## src/rtl/prearb.sv

```systemverilog
module prearb #(
  parameter int N            = 4,
  parameter bit SAFE_ARRIVAL = 1'b0
) (
  input  logic         clk,
  input  logic         rst_n,
  input  logic [N-1:0] req,
  output logic [N-1:0] gnt,
  output logic         abort,
  output logic         valid
);

  logic [N-1:0]         en_q, en_d, rem, win;
  logic [N-1:0][N-1:0]  pri_q, pri_d;
  logic                 multi;

  assign gnt   = req & en_q;
  assign multi = |(gnt & (gnt - 1'b1));

  generate
    if (SAFE_ARRIVAL) begin : g_safe
      assign abort = 1'b0;
      assign valid = |gnt;
    end else begin : g_abort
      assign abort = multi;
      assign valid = (|gnt) & ~multi;
    end
  endgenerate

  always_comb begin
    pri_d = pri_q;
    if (valid) begin
      for (int i = 0; i < N; i++) begin
        if (gnt[i]) begin
          for (int j = 0; j < N; j++) begin
            if (j != i) begin
              pri_d[i][j] = 1'b0;
              pri_d[j][i] = 1'b1;
            end
          end
        end
      end
    end
  end

  assign rem = valid ? (req & ~gnt) : req;

  always_comb begin
    for (int i = 0; i < N; i++) begin
      win[i] = rem[i];
      for (int j = 0; j < N; j++) begin
        if (j != i && rem[j] && pri_d[j][i]) win[i] = 1'b0;
      end
    end
  end

  assign en_d = (|rem) ? win : '1;

  always_ff @(posedge clk or negedge rst_n) begin
    if (!rst_n) begin
      en_q <= '1;
      for (int i = 0; i < N; i++)
        for (int j = 0; j < N; j++)
          pri_q[i][j] <= (i < j);
    end else begin
      en_q  <= en_d;
      pri_q <= pri_d;
    end
  end

endmodule

```

## config.mk

```make
export PLATFORM = sky130hd
export DESIGN_NAME = prearb
export DESIGN_NICKNAME = d
export VERILOG_FILES = /design/src/rtl/prearb.sv
export SDC_FILE = /design/constraint.sdc
export NUM_CORES = 1
export LEC_CHECK = 0
export CAP_MARGIN = 20
export CELL_PAD_IN_SITES_DETAIL_PLACEMENT = 1
export CELL_PAD_IN_SITES_GLOBAL_PLACEMENT = 2
export CORE_MARGIN = 8
export CORE_UTILIZATION = 34
export CTS_CLUSTER_SIZE = 12
export DETAILED_ROUTE_END_ITERATION = 10
export DONT_BUFFER_PORTS = 1
export PLACE_DENSITY = 0.8
export SYNTH_ARGS = -nofsm -noshare
export SYNTH_HDL_FRONTEND = slang
export SYNTH_SLANG_ARGS = --single-unit
```

## constraint.sdc

```tcl
create_clock -name clk -period 1.55 [get_ports clk]
set_clock_uncertainty 0.15 [all_clocks]
set_input_delay 0.3875 -clock clk [delete_from_list [all_inputs] [get_ports clk]]
set_output_delay 0.3875 -clock clk [all_outputs]
set_load 0.02 [all_outputs]
```

==> summary by stage <==
STA
For the finished layout, the period the worst path requires is 2.15 ns. The total negative slack for setup checks is -5.64 ns. The portion of the clock cycle consumed by the worst path in the final layout is 139%. Headroom to the max-slew limit came out at 46.1%. The slew of the pin with the lowest slew margin is 0.806 ns. Derived from the worst setup path, the maximum achievable clock frequency is 0.465 GHz. Setup repair after global routing could not meet its margin everywhere.

The count of pins over their slew limit is 0. Setup slack on the critical path of the routed design comes to -0.601 ns. The number of failing hold endpoints at the final stage was 0. The tightest hold path in the finished design has a slack of 0.0564 ns. Setup violations remaining at the end of the flow were counted as 22.

Synthesis
Counting flops and latches in the post-synthesis netlist gives 16. The synthesized netlist devotes 17.9% of its cell area to simple gates. The main flop type after synthesis is dfstp_2. Summing the areas of all fa, ha and maj instances in the mapped netlist gives 0% of the synthesized area. Synthesis instantiated 46 different standard cells from the library. The portion of netlist area occupied by mux cells is 0%. Summing the areas of all xor and xnor instances in the mapped netlist gives 0.745% of the synthesized area.

The synthesized netlist devotes 36.0% of its cell area to compound gates. The register area share after synthesis is 35.1%. The synthesized design contains 0 enable-type register cells. The fraction of registers with async set or reset after synthesis is 100%. A synthesized cell averages 8.51 µm². The number of nets in the synthesized netlist is 144. The count of synthesis-stage warnings from yosys is 0. Synthesis produced a netlist whose cell count is 138. The dominant combinational cell family by area after synthesis is compound AO/OA/AOI/OAI gates. The synthesized cell area is 1170 µm².

Placed design
The placer's final routability congestion estimate is 0.872. The placed instances occupy a cell area of 1520 µm². The quantity of I/O buffers inserted on ports is 0. After legalization and detailed placement, the total HPWL measured 3.23 mm.

Layout
The library cells used most frequently in the layout, excluding fill and tap cells, are buf_4 (41), buf_6 (17), nand2_1 (12). The share of layout cells above drive strength 1 is 67.3%. At the end of the flow the core is filled with cells to 62.2%. The layout filler cell count is 362. The number of antenna diodes in the final layout is 0. Leaving out fill and tap cells, the most frequent cell in the layout is buf_4. The net total in the final layout is 203. The layout overhead on the synthesized area is 76.8%. The final design area excluding fillers is 2080 µm².

Power and ir drop
Combinational cells account for 69.7% of the total power. The analysis attributes to net switching a power of 0.00200 W. The overall power after layout is 0.00438 W.

The power per cell area is 2110 nW/µm². The internal power contribution is 0.00238 W. The leakage power summed over all cells is 0.890 nW. The worst-case vdd ir drop is 1.25 mV. The switching power share of the total is 45.7%. The share of total power dissipated in the clock network is 7.1%. The sequential cell fraction of total power is 23.2%.

Floorplanning
The standard-cell row count is 21. The overall die area is 5590 µm². The floorplan step set the die width to 74.8 µm. 12 I/O pins were placed. The initial standard-cell utilization of the core is 35.2%. The total core area is 3340 µm². The floorplan step set the die height to 74.8 µm.

Critical path
The endpoint required time on the critical path is 1.01 ns. The worst-path cell with the longest stage delay is a222oi_1. The critical path class is reg -> out. On the worst path, the slowest cell contributes a delay of 0.56 ns. Together, buffers and inverters on the worst path number 1. The arrival time at the worst endpoint is 1.61 ns. The type of origin of the critical path is a flip-flop. Walking the worst path, the cells encountered are buf_4, a222oi_1, nor2_2.

The kind of cell with the highest combined delay along the critical path is compound AO/OA/AOI/OAI gates. The largest fanout on the critical path is 5. The endpoint class of the critical path is a primary output.

Routing
The total via count in the routed design is 1,522. The remaining design rule violation count is 0. After the first detailed-routing iteration, the DRC count stood at 147.

In this run the remaining antenna-violating nets after routing total 0. The detailed-route wire length per cell is 26.4 µm. The number of vias per cell after detailed routing is 6.29. Before antenna repair, the detailed router went through 4 iterations.

The total wire length is 6.38 mm.

Hold path
The path class of the tightest hold or removal check is in -> reg.

Clock tree
The clock root buffer is clkbuf_4. The clock transition time at the flip-flop clock pins of the worst setup and hold paths is 0.10 ns. The count of H-tree levels built during CTS is 1. The number of clock buffers added by TritonCTS is 3. The CTS tree is built. For this design, the sink count on the clock tree is 16. For the worst-skew pair, the clock arrives at the later sink with an insertion delay of 0.31 ns. The clock passes through at most 2 buffers.

Outcome
The flow ran to the end, but the final reports show violations. The checks that failed: setup timing.

Run
The number of violations of the max-capacitance limit is 0.

Global routing
The global-route wire length before repair is 8.90 mm. The sum of overflow across all layers after global routing is 0. The initial antenna violation count is 0.

The pin count of the biggest net entering global routing is 17. The global router's overall resource usage is 21.5%. The number of global-route vias before repair was 1,623.
==> metrics by stage <==
step / cells / worst slack [ns]
after floorplan: 138 / -0.180
final: 242 / -0.601
after global placement: 213 / -0.200
after detailed placement: 213 / -0.220
after global routing: 242 / -0.625
after CTS: 234 / -0.483
==> synthesized netlist by cell type, types with 2 or more instances <==
cell type | number | area, µm²
nor2b_1 | 2 | 12.5
o22ai_1 | 3 | 18.8
nand2_1 | 17 | 63.8
dfrtp_1 | 6 | 150
nor2_1 | 6 | 22.5
nand4_1 | 2 | 12.5
inv_1 | 9 | 33.8
nor3_1 | 2 | 10.0
o21ai_0 | 11 | 55.1
dfstp_2 | 10 | 263
a211oi_1 | 2 | 15.0
a22o_1 | 2 | 17.5
o2111ai_1 | 3 | 26.3
a31oi_1 | 4 | 25.0
buf_6 | 5 | 56.3
a22oi_1 | 3 | 22.5
a222oi_1 | 2 | 20.0
nand3_1 | 4 | 20.0
a21oi_1 | 13 | 65.1
o32ai_1 | 2 | 17.5
a32o_1 | 2 | 20.0
buf_2 | 3 | 15.0
o31ai_1 | 2 | 15.0
==> cell families after synthesis <==
group	after synthesis
compound gates	59
simple gates	42
buf+inv	20
flops	16
xor+xnor	1
==> routing by layer <==
metal  vias to the layer above  GRT usage, %  wire length (µm)
li1                        636             -                 -
met1                       778          25.3              2580
met2                        81          35.4              3120
met3                        27          4.93               403
met4                         0          11.5               281
met5                         -             0                 0
==> layout make-up <==
| cell class | instances | area [µm²] | share of cell area [%] |
|---|---|---|---|
| Clock buffer | 4 | 36.3 | 1.75 |
| Inverter | 11 | 58.8 | 2.83 |
| Multi-Input combinational cell | 102 | 927 | 44.6 |
| Sequential cell | 16 | 413 | 19.9 |
| Tap cell | 46 | 57.6 | 2.77 |
| Timing Repair Buffer | 63 | 584 | 28.1 |
==> registers in the layout (all words and copies together), names as in the netlist <==
name,flops
en_q,4
pri_q,12
==> final timing paths <==
check	from	endpoint	slack [ns]	depth (start not counted)
worst max register to register	en_q[1]	en_q[3]	-0.43	7
min in group asynchronous	rst_n	pri_q[9]	0.44	1
max in group asynchronous	rst_n	pri_q[8]	0.30	1
worst min register to register	pri_q[7]	pri_q[7]	0.39	2
worst max-delay path	en_q[1]	abort	-0.60	3
worst min-delay path	req[0]	en_q[0]	0.06	2
==> power groups by stage <==
stage | Combinational [W] | Clock [W] | Sequential [W]
after global routing | 0.00318 | 0.000325 | 0.00103
after floorplan | 0.00116 | 0 | 0.000816
final | 0.00306 | 0.000310 | 0.00102
after CTS | 0.00239 | 0.000308 | 0.000929
after global placement | 0.00180 | 0 | 0.000916
after detailed placement | 0.00185 | 0 | 0.000942
==> repair_timing <==
item / 4_1_cts / 5_1_grt
setup buffers: 18 / 12
hold endpoints to repair: 16 / 0
endpoints found under the setup margin: 19 / 22
gates resized for setup: 44 / 43
hold buffers: 1 / 0
pin swaps: 20 / 21
Note: power is estimated with default switching activity, not from simulation.
